<file path="config.mk">
export PLATFORM = sky130hd
export DESIGN_NAME = seq_top
export DESIGN_NICKNAME = d
export VERILOG_FILES = /design/src/rtl/seq_pkg.sv /design/src/rtl/seq_ctrl.sv /design/src/rtl/seq_datapath.sv /design/src/rtl/seq_top.sv
export SDC_FILE = /design/constraint.sdc
export NUM_CORES = 2
export LEC_CHECK = 0
export CORE_ASPECT_RATIO = 1.2
export CORE_MARGIN = 5
export CORE_UTILIZATION = 44
export CTS_CLUSTER_SIZE = 8
export DETAILED_ROUTE_END_ITERATION = 16
export SLEW_MARGIN = 20
export SYNTH_ARGS = -nofsm -noshare
export SYNTH_HDL_FRONTEND = slang
export SYNTH_MEMORY_MAX_BITS = 65536
export SYNTH_SLANG_ARGS = --single-unit
export TNS_END_PERCENT = 5
</file>
<file path="constraint.sdc">
create_clock -name clk -period 7.1 [get_ports clk]
set_input_delay 1.42 -clock clk [delete_from_list [all_inputs] [get_ports clk]]
set_output_delay 1.42 -clock clk [all_outputs]
set_load 0.03 [all_outputs]
</file>
<file path="src/rtl/seq_pkg.sv">
package seq_pkg;

  // strobes from the release control to the sample path
  typedef struct packed {
    logic startPkt;  // first beat of a packet is issued this cycle
    logic beat;      // one sample is issued this cycle
  } seq_strobe_t;

  function automatic int pktSize(input int idx, input int step);
    return step * (idx + 1);
  endfunction

endpackage

</file>
<file path="src/rtl/seq_ctrl.sv">
module seq_ctrl
  import seq_pkg::*;
#(
  parameter int NUM_SIZES  = 8,
  parameter int SIZE_STEP  = 12,
  parameter int OVERHEAD   = 20,
  parameter int DESC_DEPTH = 32,
  parameter int TS_W       = 16,
  parameter int CMD_W      = 4
) (
  input  logic             clk,
  input  logic             rst,
  input  logic             inValid,
  input  logic             inSop,
  input  logic [CMD_W-1:0] inCmd,
  output seq_strobe_t      strobes,
  output logic [CMD_W-1:0] pktCmd,
  output logic             descOverflow
);
  localparam int IDX_W = CMD_W - 1;
  localparam int DA_W  = $clog2(DESC_DEPTH);
  localparam int CNT_W = $clog2(SIZE_STEP * NUM_SIZES + 1);

  logic [TS_W-1:0]  tick;
  logic [CMD_W-1:0] qCmd   [DESC_DEPTH];
  logic [TS_W-1:0]  qStamp [DESC_DEPTH];
  logic [DA_W-1:0]  wrPtr, rdPtr;
  logic [DA_W:0]    qCount;
  logic [CNT_W-1:0] remBeats, headSize;
  logic [TS_W-1:0]  elapsed;
  logic push, full, headValid, headReady, start;

  assign push      = inValid && inSop;
  assign full      = qCount == (DA_W+1)'(DESC_DEPTH);
  assign headValid = qCount != '0;
  assign headSize  = CNT_W'(pktSize(int'(qCmd[rdPtr][IDX_W-1:0]), SIZE_STEP));
  assign elapsed   = tick - qStamp[rdPtr];
  assign headReady = int'(elapsed) >= int'(headSize) + OVERHEAD;
  assign start     = headValid && headReady && (remBeats == '0);

  assign strobes.startPkt = start;
  assign strobes.beat     = start || (remBeats != '0);
  assign pktCmd           = qCmd[rdPtr];

  always_ff @(posedge clk) begin
    if (push && !full) begin
      qCmd[wrPtr]   <= inCmd;
      qStamp[wrPtr] <= tick;
    end
  end

  always_ff @(posedge clk) begin
    if (rst) begin
      tick         <= '0;
      wrPtr        <= '0;
      rdPtr        <= '0;
      qCount       <= '0;
      remBeats     <= '0;
      descOverflow <= 1'b0;
    end else begin
      tick         <= tick + 1'b1;
      descOverflow <= push && full;
      if (push && !full) wrPtr <= wrPtr + 1'b1;
      case ({push && !full, start})
        2'b10:   qCount <= qCount + 1'b1;
        2'b01:   qCount <= qCount - 1'b1;
        default: ;
      endcase
      if (start) begin
        rdPtr    <= rdPtr + 1'b1;
        remBeats <= headSize - 1'b1;
      end else if (remBeats != '0) begin
        remBeats <= remBeats - 1'b1;
      end
    end
  end


  desc_bound_chk: assert property (@(posedge clk) disable iff (rst)
    qCount <= (DA_W+1)'(DESC_DEPTH));


  ovf_full_chk: assert property (@(posedge clk) disable iff (rst)
    descOverflow |-> ($past(qCount) == (DA_W+1)'(DESC_DEPTH)));

endmodule

</file>
<file path="src/rtl/seq_datapath.sv">
module seq_datapath
  import seq_pkg::*;
#(
  parameter int DATA_W    = 16,
  parameter int CMD_W     = 4,
  parameter int SMP_DEPTH = 256
) (
  input  logic              clk,
  input  logic              rst,
  input  logic              inValid,
  input  logic [DATA_W-1:0] inData,
  input  seq_strobe_t       strobes,
  input  logic [CMD_W-1:0]  pktCmd,
  output logic              outValid,
  output logic              outSop,
  output logic [CMD_W-1:0]  outCmd,
  output logic [DATA_W-1:0] outData
);
  localparam int SA_W = $clog2(SMP_DEPTH);

  logic [DATA_W-1:0] smpMem [SMP_DEPTH];
  logic [SA_W-1:0]   wrPtr, rdPtr;
  logic [SA_W:0]     smpCount;

  always_ff @(posedge clk) begin
    if (inValid) smpMem[wrPtr] <= inData;
  end

  always_ff @(posedge clk) begin
    if (rst) begin
      wrPtr    <= '0;
      rdPtr    <= '0;
      smpCount <= '0;
      outValid <= 1'b0;
      outSop   <= 1'b0;
      outCmd   <= '0;
      outData  <= '0;
    end else begin
      outValid <= strobes.beat;
      outSop   <= strobes.startPkt;
      if (strobes.startPkt) outCmd <= pktCmd;
      if (inValid) wrPtr <= wrPtr + 1'b1;
      if (strobes.beat) begin
        outData <= smpMem[rdPtr];
        rdPtr   <= rdPtr + 1'b1;
      end
      case ({inValid, strobes.beat})
        2'b10:   smpCount <= smpCount + 1'b1;
        2'b01:   smpCount <= smpCount - 1'b1;
        default: ;
      endcase
    end
  end


  no_underrun_chk: assert property (@(posedge clk) disable iff (rst)
    strobes.beat |-> (smpCount != '0));


  sop_valid_chk: assert property (@(posedge clk) disable iff (rst)
    outSop |-> outValid);


  rise_sop_chk: assert property (@(posedge clk) disable iff (rst)
    (outValid && !$past(outValid)) |-> outSop);


  reset_clear_chk: assert property (@(posedge clk) disable iff (rst)
    $past(rst) |-> (!outValid && !outSop));

endmodule

</file>
<file path="src/rtl/seq_top.sv">
module seq_top
  import seq_pkg::*;
#(
  parameter int DATA_W     = 16,
  parameter int NUM_SIZES  = 8,
  parameter int SIZE_STEP  = 12,
  parameter int OVERHEAD   = 20,
  parameter int DESC_DEPTH = 32,
  parameter int SMP_DEPTH  = 256,
  parameter int TS_W       = 16,
  localparam int IDX_W     = $clog2(NUM_SIZES),
  localparam int CMD_W     = IDX_W + 1
) (
  input  logic              clk,
  input  logic              rst,
  input  logic              inValid,
  input  logic              inSop,
  input  logic [CMD_W-1:0]  inCmd,
  input  logic [DATA_W-1:0] inData,
  output logic              outValid,
  output logic              outSop,
  output logic [CMD_W-1:0]  outCmd,
  output logic [DATA_W-1:0] outData,
  output logic              descOverflow
);
  seq_strobe_t      strobes;
  logic [CMD_W-1:0] pktCmd;

  seq_ctrl #(
    .NUM_SIZES(NUM_SIZES), .SIZE_STEP(SIZE_STEP), .OVERHEAD(OVERHEAD),
    .DESC_DEPTH(DESC_DEPTH), .TS_W(TS_W), .CMD_W(CMD_W)
  ) u_ctrl (
    .clk(clk), .rst(rst), .inValid(inValid), .inSop(inSop), .inCmd(inCmd),
    .strobes(strobes), .pktCmd(pktCmd), .descOverflow(descOverflow)
  );

  seq_datapath #(
    .DATA_W(DATA_W), .CMD_W(CMD_W), .SMP_DEPTH(SMP_DEPTH)
  ) u_path (
    .clk(clk), .rst(rst), .inValid(inValid), .inData(inData),
    .strobes(strobes), .pktCmd(pktCmd),
    .outValid(outValid), .outSop(outSop), .outCmd(outCmd), .outData(outData)
  );

endmodule

</file>
==> results.py <==
metrics = {
    "placed_design": {
        "port_buffers": 46,
        "place.gp.congestion": 0.847,
        "dpl.hpwl_um": 278000,
        "placed_area_um2": 196000,
        "post-place-ws_ns": -0.0650,
        "dp_cells": 13500,
    },
    "power_and_ir_drop": {
        "power_mw": 74.4,
        "p_comb_frac": 0.189,
        "p_sw_frac": 0.254,
        "power.switching_mw": 18.9,
        "p_seq_frac": 0.426,
        "peakVddDrop_v": 0.000324,
        "internal-power_mw": 55.5,
        "power_frac_clock": 0.385,
        "p_per_area_nw_per_um2": 346,
        "p_leak_nw": 66.3,
    },
    "worst_setup_path": {
        "cp_common_cell": "a21oi_2",
        "cp-end-kind": "register",
        "cp_max_fo": 8,
        "crit_path_top_delay_cell": "fa_2",
        "cp.arrival_ns": 7.94,
        "crit_type": "register to register",
        "max_stage_delay_ns": 0.65,
        "cp.required_ns": 8.06,
        "setup.worst_path.start_class": "register",
        "regToRegSetupSlack_ns": 0.12,
        "worst-r2r-cell-count": 29,
        "timing.rr.end": "u_ctrl.qCount[5]",
    },
    "layout": {
        "most-common-layout-cells": "4736 x edfxtp_1, 1442 x mux4_2, 685 x clkbuf_16",
        "final_common_cell": "edfxtp_1",
        "fin_area_um2": 215000,
        "fill_cells": 32400,
        "layout.cells.non_filler": 14400,
        "drive_above_1_share": 0.342,
        "area_growth_pct": 16.0,
        "fin_util": 0.511,
        "nets": 8776,
    },
    "die": {
        "dieArea_um2": 435000,
        "initial_core_util": 0.441,
        "ios": 47,
        "coreArea_um2": 421000,
        "die_y_um": 721,
        "rows": 261,
        "die_w_um": 603,
    },
    "synthesis": {
        "synth_area_um2": 185000,
        "yosysWarnings": 0,
        "synth_edf_count": 4736,
        "syn_area_per_cell_um2": 23.5,
        "synth.net_count": 7947,
        "async_reset_ff_frac": 0,
        "synth_cells": 7877,
        "ys.flop_type": "edfxtp_1",
        "synth-seq-cells": 4819,
        "yosysUniqueCellTypes": 70,
        "ys_seq_area_frac": 0.776,
    },
    "routing": {
        "route.detailed.wl_per_inst_um": 33.7,
        "drt-total-wl_um": 485000,
        "vias": 88100,
        "first_pass_iters": 6,
        "postRouteAntennaNets": 0,
        "post-route-drc-count": 0,
        "viasPerCell": 6.11,
        "first_iter_violations": 9518,
    },
    "sta": {
        "skew_ns": 0.0767,
        "slew-limit-headroom": 0.186,
        "fin_tns_setup_ns": 0,
        "slew_viol_final": 0,
        "hold_viol_final": 0,
        "rsz0062_at_grt": "true",
        "whs_ns": 0.452,
        "tightest_slew_ns": 1.22,
        "fmax_mhz": 143,
        "worst_slack_ns": 0.124,
        "finalCritPeriodShare": 0.982,
        "min_period_ns": 6.98,
        "setup_viol_count_final": 0,
    },
    "min_path": {
        "worstHoldPathCells": 2,
        "whs_endpoint": "u_path.outData[2]",
        "min_from": "u_path.outData[2]",
        "holdCritPathClass": "register to register",
    },
    "clock_tree": {
        "clock_insertion_delay_worst_skew_ns": 1.06,
        "cts_root_buf": "clkbuf_16",
        "cts_buffers": 673,
        "htree_levels": 6,
        "path_clk_slew_ns": 0.05,
        "cts_tree": "yes",
        "cts.sinks": 4819,
        "cts.path.max_buffers": 4,
    },
    "global_routing": {
        "antenna_found_initial": 9,
        "first_global_vias": 91800,
        "grt_pass1_wl_um": 690000,
        "grt_max_degree": 201,
        "grt.total_usage": 0.221,
        "grt.overflow.total": 0,
    },
    "flow_run": {
        "cap_violations": 0,
    },
    "run_status": {
        "status": "finished, final reports clean",
    },
}
## what timing repair did
item                                    4_1_cts  5_1_grt
cloned                                        0        2
hold buffers                                  0        0
gates resized for setup                       8       38
buffers inserted                              4       19
pin swaps                                     2       28
endpoints found under the setup margin        2        3
## cells by family after synthesis
group	share of synthesized area
and+or+nand+nor	0.0149
xor gates and xnor gates	0.00231
DFF	0.776
adders and majority gates	0.00323
muxes	0.181
AOI/OAI and AO/OA	0.0115
buffers and inverters	0.0109
## per-layer routing
metal / wire length, um / GRT usage
met1: 183000 / 0.285
met4: 21300 / 0.0835
met5: 0 / 0
met3: 33600 / 0.0379
met2: 248000 / 0.377
## cell type report
| type | count | area, um^2 | share of cell area |
|---|---|---|---|
| clock inverter | 51 | 905 | 0.00421 |
| inverter | 33 | 129 | 0.000599 |
| timing repair buffer | 593 | 5240 | 0.0244 |
| multi-input combinational | 2586 | 40400 | 0.188 |
| clock buffer | 806 | 17600 | 0.0816 |
| sequential | 4819 | 144000 | 0.669 |
| antenna | 8 | 20.0 | 0.0000931 |
| tap | 5523 | 6910 | 0.0321 |
## power groups by stage
stage | Combinational [mW] | Sequential, mW | Clock, mW
5_1_grt | 14.9 | 31.6 | 30.4
6_report | 14.1 | 31.7 | 28.7
3_5_place_dp | 13.9 | 32.2 | 0
4_1_cts | 14.0 | 31.7 | 29.2
2_1_floorplan | 9.38 | 32.1 | 0
3_3_place_gp | 13.8 | 32.2 | 0
## sequential cells by signal (all words and copies together), names as in the netlist, named ones only
register,cells
u_ctrl.descOverflow,1
u_ctrl.qCmd,128
u_ctrl.qCount,6
u_ctrl.qStamp,512
u_ctrl.rdPtr,5
u_ctrl.remBeats,7
u_ctrl.tick,16
u_ctrl.wrPtr,5
u_path.outCmd,4
u_path.outData,16
u_path.outSop,1
u_path.outValid,1
u_path.rdPtr,8
u_path.smpMem,4096
u_path.wrPtr,8
## worst max-delay path by stage
stage | slack, ns | cells past startpoint | startpoint | endpoint
after floorplan | 0.01 | 30 | register | u_ctrl.qCount[5]
after global placement | -0.07 | 27 | register | u_ctrl.qCount[5]
after detailed placement | -0.07 | 31 | register | u_ctrl.qCount[5]
after CTS | 0.02 | 34 | register | u_ctrl.qCount[4]
after global routing | -0.05 | 32 | register | u_ctrl.qCount[5]
final | 0.12 | 29 | register | u_ctrl.qCount[5]
## synthesized netlist by cell type (7+ instances only)
cell type  instances  area, um^2
ha_1              43         538
edfxtp_1        4736      142000
mux2i_1          107        1070
dfxtp_1           83        1660
a211oi_1          22         165
nand2b_1          11        68.8
buf_1             50         188
inv_1             33         124
o21ai_0           34         170
nor2_1           363        1360
nor2b_1           18         113
a211o_1            7        61.3
xor2_1            27         236
nand2_1          106         398
a21o_1             7        52.6
clkbuf_1         243         912
mux4_2          1442       32500
nand3_1           59         295
buf_2            128         641
o221ai_1          12         105
a22o_1            18         158
nor3_1             9        45.0
buf_4             13        97.6
o22ai_1           20         125
a221oi_1          13         114
or3_1             13        81.3
and3_1             7        43.8
a21oi_1           62         310
xnor2_1           20         175
and2_1            20         125
a22oi_1           58         435
## worst max-delay path: cells and delay by family (launching register included)
family	cells	cell delay, ns
fa+ha+maj	6	1.73
buf+inv	5	0.47
xor+xnor	3	0.43
flops	1	0.39
simple gates	3	0.84
compound gates	10	2.01
mux	2	0.99
Note: power is estimated with default switching activity, not from simulation.
